===== config.mk =====
export PLATFORM = sky130hd
export DESIGN_NAME = rtc_calendar_core
export DESIGN_NICKNAME = d
export VERILOG_FILES = /design/src/rtl/rtc_cal_pkg.sv /design/src/rtl/rtc_prescaler.sv /design/src/rtl/rtc_time_step.sv /design/src/rtl/rtc_calendar_core.sv
export SDC_FILE = /design/constraint.sdc
export NUM_CORES = 1
export LEC_CHECK = 0
export BUFFER_PORTS_ARGS = -buffer_cell sky130_fd_sc_hd__buf_4
export CAP_MARGIN = 20
export CORE_MARGIN = 2
export CORE_UTILIZATION = 57
export DETAILED_ROUTE_END_ITERATION = 16
export HOLD_SLACK_MARGIN = 0.08
export PLACE_DENSITY = 0.77
export RECOVER_POWER = 100
export SLEW_MARGIN = 5
export SYNTH_ARGS = -nofsm -noshare
export SYNTH_HDL_FRONTEND = slang
export SYNTH_HIERARCHICAL = 1
export SYNTH_SLANG_ARGS = --single-unit

===== constraint.sdc =====
create_clock -name clk -period 3.26 [get_ports clk]
set_clock_uncertainty 0.1 [all_clocks]
set_input_delay 0.163 -clock clk [delete_from_list [all_inputs] [get_ports clk]]
set_output_delay 0.163 -clock clk [all_outputs]
set_load 0.01 [all_outputs]

===== src/rtl/rtc_cal_pkg.sv =====
package rtc_cal_pkg;

    localparam int NREG     = 8;
    localparam int IDX_SEC  = 0;
    localparam int IDX_MIN  = 1;
    localparam int IDX_HOUR = 2;
    localparam int IDX_DATE = 3;
    localparam int IDX_MON  = 4;
    localparam int IDX_YEAR = 5;
    localparam int IDX_DOW  = 6;
    localparam int IDX_CENT = 7;

    typedef logic [NREG-1:0][7:0] tbank_t;

    // 12 AM, date 01, month 01, year 00, weekday 0, century 20
    localparam tbank_t RESET_TIME = {8'h20, 8'h00, 8'h00, 8'h01, 8'h01, 8'h12, 8'h00, 8'h00};

    function automatic logic [7:0] bcd_inc(input logic [7:0] v);
        if (v[3:0] == 4'h9) return {v[7:4] + 4'h1, 4'h0};
        return {v[7:4], v[3:0] + 4'h1};
    endfunction

    // 10*T + U is divisible by 4 exactly when 2*T + U is
    function automatic logic leap_year(input logic [7:0] yr);
        logic [4:0] s;
        s = {1'b0, yr[3:0]} + {3'b000, yr[4], 1'b0};
        return s[1:0] == 2'b00;
    endfunction

    function automatic logic [7:0] month_len(input logic [7:0] mon, input logic [7:0] yr);
        case (mon)
            8'h02:                      return leap_year(yr) ? 8'h29 : 8'h28;
            8'h04, 8'h06, 8'h09, 8'h11: return 8'h30;
            default:                    return 8'h31;
        endcase
    endfunction

endpackage


===== src/rtl/rtc_prescaler.sv =====
module rtc_prescaler #(
    parameter int TICK_DIV = 32768
) (
    input  logic clk,
    input  logic rst_n,
    input  logic osc_en,
    input  logic run,
    input  logic restart,
    output logic tick
);
    localparam int CW = (TICK_DIV > 1) ? $clog2(TICK_DIV) : 1;
    localparam logic [CW-1:0] LAST = CW'(TICK_DIV - 1);

    logic [CW-1:0] cnt_d, cnt_q;

    always_comb begin
        cnt_d = cnt_q;
        tick  = 1'b0;
        if (restart) begin
            cnt_d = '0;
        end else if (run && osc_en) begin
            if (cnt_q == LAST) begin
                cnt_d = '0;
                tick  = 1'b1;
            end else begin
                cnt_d = cnt_q + 1'b1;
            end
        end
    end

    always_ff @(posedge clk or negedge rst_n) begin
        if (!rst_n) cnt_q <= '0;
        else        cnt_q <= cnt_d;
    end
endmodule


===== src/rtl/rtc_time_step.sv =====
module rtc_time_step
    import rtc_cal_pkg::*;
(
    input  tbank_t cur,
    output tbank_t nxt
);
    logic       sec_wrap, min_wrap, day_wrap, mon_wrap, year_wrap;
    logic [7:0] hr_tmp;
    logic [7:0] h12;
    logic       pm;

    always_comb begin
        nxt       = cur;
        day_wrap  = 1'b0;
        mon_wrap  = 1'b0;
        year_wrap = 1'b0;
        hr_tmp    = '0;
        h12       = {3'b000, cur[IDX_HOUR][4:0]};
        pm        = cur[IDX_HOUR][5];

        sec_wrap = (cur[IDX_SEC] == 8'h59);
        nxt[IDX_SEC] = sec_wrap ? 8'h00 : bcd_inc(cur[IDX_SEC]);

        min_wrap = sec_wrap && (cur[IDX_MIN] == 8'h59);
        if (sec_wrap)
            nxt[IDX_MIN] = (cur[IDX_MIN] == 8'h59) ? 8'h00 : bcd_inc(cur[IDX_MIN]);

        if (min_wrap) begin
            if (cur[IDX_HOUR][7]) begin
                if (cur[IDX_HOUR][5:0] == 6'h23) begin
                    nxt[IDX_HOUR] = 8'h80;
                    day_wrap      = 1'b1;
                end else begin
                    hr_tmp        = bcd_inc({2'b00, cur[IDX_HOUR][5:0]});
                    nxt[IDX_HOUR] = {2'b10, hr_tmp[5:0]};
                end
            end else begin
                if (h12 == 8'h11) begin
                    nxt[IDX_HOUR] = {2'b00, ~pm, 5'h12};
                    day_wrap      = pm;
                end else if (h12 == 8'h12) begin
                    nxt[IDX_HOUR] = {2'b00, pm, 5'h01};
                end else begin
                    hr_tmp        = bcd_inc(h12);
                    nxt[IDX_HOUR] = {2'b00, pm, hr_tmp[4:0]};
                end
            end
        end

        if (day_wrap) begin
            nxt[IDX_DOW] = (cur[IDX_DOW][2:0] == 3'd6) ? 8'h00
                                                       : {5'b0, cur[IDX_DOW][2:0] + 3'd1};
            if (cur[IDX_DATE] == month_len(cur[IDX_MON], cur[IDX_YEAR])) begin
                nxt[IDX_DATE] = 8'h01;
                mon_wrap      = 1'b1;
            end else begin
                nxt[IDX_DATE] = bcd_inc(cur[IDX_DATE]);
            end
        end

        if (mon_wrap) begin
            if (cur[IDX_MON] == 8'h12) begin
                nxt[IDX_MON] = 8'h01;
                year_wrap    = 1'b1;
            end else begin
                nxt[IDX_MON] = bcd_inc(cur[IDX_MON]);
            end
        end

        if (year_wrap) begin
            if (cur[IDX_YEAR] == 8'h99) begin
                nxt[IDX_YEAR] = 8'h00;
                if (cur[IDX_CENT] == 8'h19) nxt[IDX_CENT] = 8'h20;
            end else begin
                nxt[IDX_YEAR] = bcd_inc(cur[IDX_YEAR]);
            end
        end
    end
endmodule


===== src/rtl/rtc_calendar_core.sv =====
module rtc_calendar_core
    import rtc_cal_pkg::*;
#(
    parameter int TICK_DIV = 32768
) (
    input  logic       clk,
    input  logic       rst_n,
    input  logic       osc_en,
    input  logic       snap_i,
    input  logic [2:0] rd_addr,
    output logic [7:0] rd_data,
    input  logic       edit_open_i,
    input  logic       wr_en,
    input  logic [2:0] wr_addr,
    input  logic [7:0] wr_data,
    input  logic       commit_i,
    input  logic       abort_i,
    output logic       fail_o,
    output logic       sec_tick_o
);
    typedef struct packed {
        tbank_t live;
        tbank_t snap;
        tbank_t edit;
        logic   dirty;
        logic   fail;
    } core_state_t;

    core_state_t state_d, state_q;
    tbank_t      stepped;
    logic        accept;
    logic        tick;

    assign accept = commit_i && state_q.dirty;

    rtc_prescaler #(.TICK_DIV(TICK_DIV)) presc_i (
        .clk    (clk),
        .rst_n  (rst_n),
        .osc_en (osc_en),
        .run    (!state_q.fail),
        .restart(accept),
        .tick   (tick)
    );

    rtc_time_step step_i (
        .cur(state_q.live),
        .nxt(stepped)
    );

    always_comb begin
        state_d = state_q;
        if (snap_i) state_d.snap = state_q.live;
        if (edit_open_i) begin
            state_d.edit  = state_q.live;
            state_d.dirty = 1'b0;
        end else if (abort_i) begin
            state_d.dirty = 1'b0;
        end
        if (wr_en) begin
            state_d.edit[wr_addr] = wr_data;
            state_d.dirty         = 1'b1;
        end
        if (accept) begin
            state_d.live  = state_q.edit;
            state_d.dirty = 1'b0;
            state_d.fail  = 1'b0;
        end else if (tick) begin
            state_d.live = stepped;
        end
    end

    always_ff @(posedge clk or negedge rst_n) begin
        if (!rst_n) begin
            state_q.live  <= RESET_TIME;
            state_q.snap  <= RESET_TIME;
            state_q.edit  <= RESET_TIME;
            state_q.dirty <= 1'b0;
            state_q.fail  <= 1'b1;
        end else begin
            state_q <= state_d;
        end
    end

    assign rd_data    = state_q.snap[rd_addr];
    assign fail_o     = state_q.fail;
    assign sec_tick_o = tick && !accept;
endmodule


Yosys cells after proc, flatten, opt, wreduce, memory -nomap -nowiden
Index checks and enable logic that the tools add are counted.

storage, ports and cells
  bits in registers = 209
  bits of input ports = 22
  output and inout bits = 10
  logic and storage cells = 198

cells by class
  add/sub/neg operators = 16
  $lt $le $gt $ge = 3
  eq/ne operators = 23
  multiplexer cells = 82
  bitwise gates (word level) = 1
  reduce and logical (&&, ||, !) cells = 39

operators with widths
  operator               number
  $mux 8                 29
  $mux 64                3
  $mux 65                1
  $bwmux 64              1
  $mux 15                3
  $add 4x1->4 const B    11
  $mux 1                 34
  $bmux 8 s3             1
  $demux 8 s3            1
  $eq 4x4->1 const B     6
  $eq 8x5->1 const B     3
  $mux 6                 3
  $reduce_bool 2->1      9
  $reduce_bool 3->1      6
  $eq 8x3->1 const B     2
  $eq 8x7->1 const B     2
  $pmux 8 s2             1
  $add 15x1->15 const B  1
  $eq 15x15->1 const B   1
  $mux 5                 3
  $reduce_and 2->1       6
  $reduce_and 3->1       4
  $reduce_and 4->1       3
  $eq 5x5->1 const B     2
  other kinds (22)       28

Logic depth before layout (Yosys ltp)
  depth in word-level cells = 15
  mapped depth = 12

Modules after synthesis
Netlist, hierarchy kept.

modules (own cells, without submodules)
  module             times used  cells an instance  area each (sq um)
  rtc_calendar_core  1           671                9175.0
  rtc_time_step      1           271                1791.7
  rtc_prescaler      1           84                 840.8

Worst setup path after synthesis
OpenSTA, ideal clock, no wires.

  path type = flip-flop to flip-flop
  start = register state_q[166] in the netlist's numbering
  end = register state_q[165] in the netlist's numbering
  data arrival time = 2.979 ns
  data required time = 3.027 ns
  slack = 0.048 ns
  stages on the path, launching flop included = 12
  path buffers = 1
  period minus slack after synthesis = 3.212 ns
  cells stage by stage = dfrtp_1 > inv_1 > ha_1 > or3b_2 > or4b_4 > a2111oi_4 > o2111ai_2 > buf_6 > o31a_1 > a21o_1 > mux2i_1 > o21ai_0

RTL lines
  item                    line                     source
  start, declared         rtc_calendar_core.sv:29  core_state_t state_d, state_q;
  start signal, assigned  rtc_calendar_core.sv:80  state_q <= state_d;

Worst setup path in the final report
  start = register state_q[166] in the netlist's numbering
  end = register state_q[175] in the netlist's numbering

between the ends
  word-level cells in the longest chain between the ends = 10
  elaborated cells on any way between the ends = 16
  classes of those cells = 7 x eq/ne; 6 x mux; 3 x reduce/logical

RTL lines
  item                                      line                 source
  $eq 8x3->1, or another cell as far along  rtc_cal_pkg.sv:31    case (mon)
  $reduce_or 4->1                           rtc_cal_pkg.sv:31
  $pmux 8 s2                                rtc_cal_pkg.sv:31
  $mux 8                                    rtc_time_step.sv:50  if (day_wrap) begin
  $eq 8x8->1                                rtc_time_step.sv:53  if (cur[IDX_DATE] == month_len(cur[IDX_MON], cur[IDX_YEAR])) begin
  $mux 1                                    rtc_time_step.sv:53
  $mux 1                                    rtc_time_step.sv:50
  $mux 1 *                                  rtc_time_step.sv:61  if (mon_wrap) begin
  $reduce_bool 2->1 (no line) *             --
  $reduce_and 3->1 (no line) *              --

Mark *: on every way between the ends. The rest lies on a longest branch, timed or not. The select of a mux whose other input is x is not followed.
A chain may end at the register's enable or synchronous reset.

==> results.md <==
- Status: finished with violations
- Failing checks: capacitance limit, slew limit
- # rows: 52
- Vias/cell: 6.23
- RSZ-0062 raised after global routing: true
- Syn Inst Count: 1026
- Power Total: 9.66 mW
- Post-Syn Area per Cell: 11.5 um2
- CP Buf/Inv Count: 2
- Post-synth EDFFs: 0
- Synth cell types: 74
- DRC Markers: 0
- Crit path DAT: 3.54 ns
- CP cell instances: inv_2 > ha_4 > or3b_4 > or4b_4 > a2111oi_4 > o2111ai_2 > buf_4 > or4_1 > o21ai_0 > mux2i_1 > o21ai_0
- DIE AREA: 21900 um2
- Critical path class: register to register
- Post-DP HPWL: 19000 um
- GP Congestion: 0.891
- Crit-path leading delay family: simple AND/OR/NAND/NOR gates
- Area leader, netlist: dfrtp_1
- Number of fill cells: 1546
- Final Hold Fails: 0
- Slew Limit Fails: 225
- Initial core utilization: 58.2%
- Critical-path top delay cell: or4b_4
- P&R area growth vs syn: 13.0%
- Required time worst endpoint: 3.57 ns
- Crit path top cell by count: o21ai_0
- Critical-path maximum fanout: 5
- Post-route cell area: 13300 um2
- Syn_nets: 1069
- Startpoint types: register
- Clock Latency Late Sink: 0.51 ns
- Vias in the first global route: 8504
- DR WL/cell: 22.0 um
- Clk sinks: 209
- Maximum clock rate: 310 MHz
- Worst-margin pin slew: 2.36 ns
- Num CTS Buffers: 23
- Core box area: 20300 um2
- Max Cap Violations: 3
- Flops & latches, synth: 209
- Initial drt markers: 707
- Port Buffers: 31
- Synth async-reset ratio: 100%
- Die Span X: 148 um
- HP Class: primary input to register
- Most common cell after layout, fill and taps aside: mux2_2
- Pre-antenna DRT Iters: 5
- Most frequent cells in the layout: mux2_2 (193), dfrtp_1 (192), nand3_1 (81), o21ai_0 (80), mux2i_1 (65)
- Final period utilization: 99.0%
- First-pass GRT wire length: 47700 um
- Slew headroom: -57.2%
- Routed via count: 8469
- Power Density: 724 nW/um2
- Top cells by area, synth: dfrtp_1 (41%), mux2_2 (19%), mux2i_1 (5.5%), o21ai_0 (3.9%), dfstp_2 (3.6%)
- DP Cell Count: 1302
- Share of cells above drive strength 1: 33.6%
- Layout Utilization: 65.7%
- Netlist Area Pre-Place: 11800 um2
- Area share of the largest cell type after synthesis: 40.9%
- Post-layout net count: 1117
- Yosys warns: 6
- Final wirelength: 29900 um
- CTS tree: done
- Worst ir drop on vdd: 480 uV
- CP endpoint kind: register
- Initial antenna violation count: 0
- Leakage: 5.78 nW
- Fin cells: 1360
- Antenna cells: 0
- Grt ovf: 0
- Register area share after synthesis: 44.5%
- Clock-pin slew on the worst setup and hold paths: 0.06 ns
- Root Buffer: clkbuf_16
- CTS H-tree depth: 1
- Final setup violation count: 0
- GR Util All Layers: 27.8%
- ANT nets after route: 0
- Clk buf depth: 3
- Final min period: 3.23 ns
- Io pins: 32
- Setup TNS Final: 0 ns
- DP Area: 12400 um2
- CP max stage delay: 0.53 ns
- Die Y: 148 um
- Largest net degree at the start of global routing: 94
- Main flop type after synthesis: dfrtp_1
stage by stage:
step,hold slack [ns],worst slack [ns]
finish,0.116,0.0340
global route,0.119,-0.0598
CTS,0.150,0.0126
detailed placement,0.194,-0.121
global placement,0.192,-0.0601
floorplan,-0.233,0.0476
report_power, final:
group          internal [mW]  switching, mW  total (mW)
Clock                   1.66           1.03        2.69
Combinational           1.50           1.18        2.68
Sequential              3.50          0.796        4.29
cell families (layout without fill, tap and decap cells):
kind of cell	after synthesis	in the layout	synth area share [%]
AND/OR/NAND/NOR	251	251	12.0
XOR/XNOR	22	22	1.63
buffers and inverters	89	153	3.45
adder cells (fa/ha/maj)	21	21	2.23
multiplexers	287	287	28.5
flip-flops	209	209	44.5
AO/OA/AOI/OAI	147	147	7.75
final cells by class:
type,instances,area [um2],share of cell area (%)
multi-input cells,728,6170,46.3
flip-flops and latches,209,5250,39.4
repair buffers,94,719,5.39
clock buffers,36,714,5.36
well taps,270,338,2.53
clock inverters,5,77.6,0.582
inverters,18,67.6,0.506
per-layer routing:
layer | vias up | part of all wire (%) | GRT usage, % | wire length, um
met4 | 0 | 2.9 | 7.81 | 862
met5 | - | 0 | 0 | 0
li1 | 3879 | - | - | -
met3 | 59 | 6.1 | 4.48 | 1830
met1 | 4279 | 45 | 39.9 | 13400
met2 | 252 | 46 | 44.2 | 13800
Yosys cell counts (all sizes together), types with 7 or more instances:
library cell,n
and2,13
or4,7
clkbuf,37
ha,21
o21ai,91
xor2,15
mux2i,65
mux4,16
nand2,29
nand3,81
nand4,14
mux2,206
dfstp,16
a21oi,11
dfrtp,193
a21o,7
nor3,9
nor2b,14
o31ai,8
nor2,37
xnor2,7
inv,18
buf,34
what timing repair did:
| item | in CTS | in global routing |
|---|---|---|
| endpoints found under the hold margin | 155 | 0 |
| resized for setup | 3 | 26 |
| setup buffers | 1 | 3 |
| cloned | 0 | 0 |
| setup endpoints to repair | 8 | 18 |
| hold buffers | 13 | 0 |
| pin swaps | 3 | 10 |
worst min-delay path, stage by stage:
cell	delay (ns)
buf_4	0.12
or4b_4	0.24
mux2_1	0.16
sequential cells by signal, summed over array words and instances, names as in the netlist:
| register | flops |
|---|---|
| fail_o | 1 |
| state_q | 193 |
| presc_i/cnt_q | 15 |
worst paths after layout:
| check | start | end | slack (ns) | depth (start not counted) |
|---|---|---|---|---|
| max | state_q[166] | state_q[175] | 0.03 | 11 |
| max reg2reg | state_q[166] | state_q[175] | 0.03 | 11 |
| min | wr_addr[0] | state_q[3] | 0.12 | 3 |
| min reg2reg | state_q[22] | state_q[150] | 0.39 | 2 |
| max in group asynchronous | rst_n | state_q[155] | 0.62 | 3 |
| min in group asynchronous | rst_n | presc_i/cnt_q[7] | 0.82 | 2 |
No activity file was read; power rests on OpenSTA's default activity.
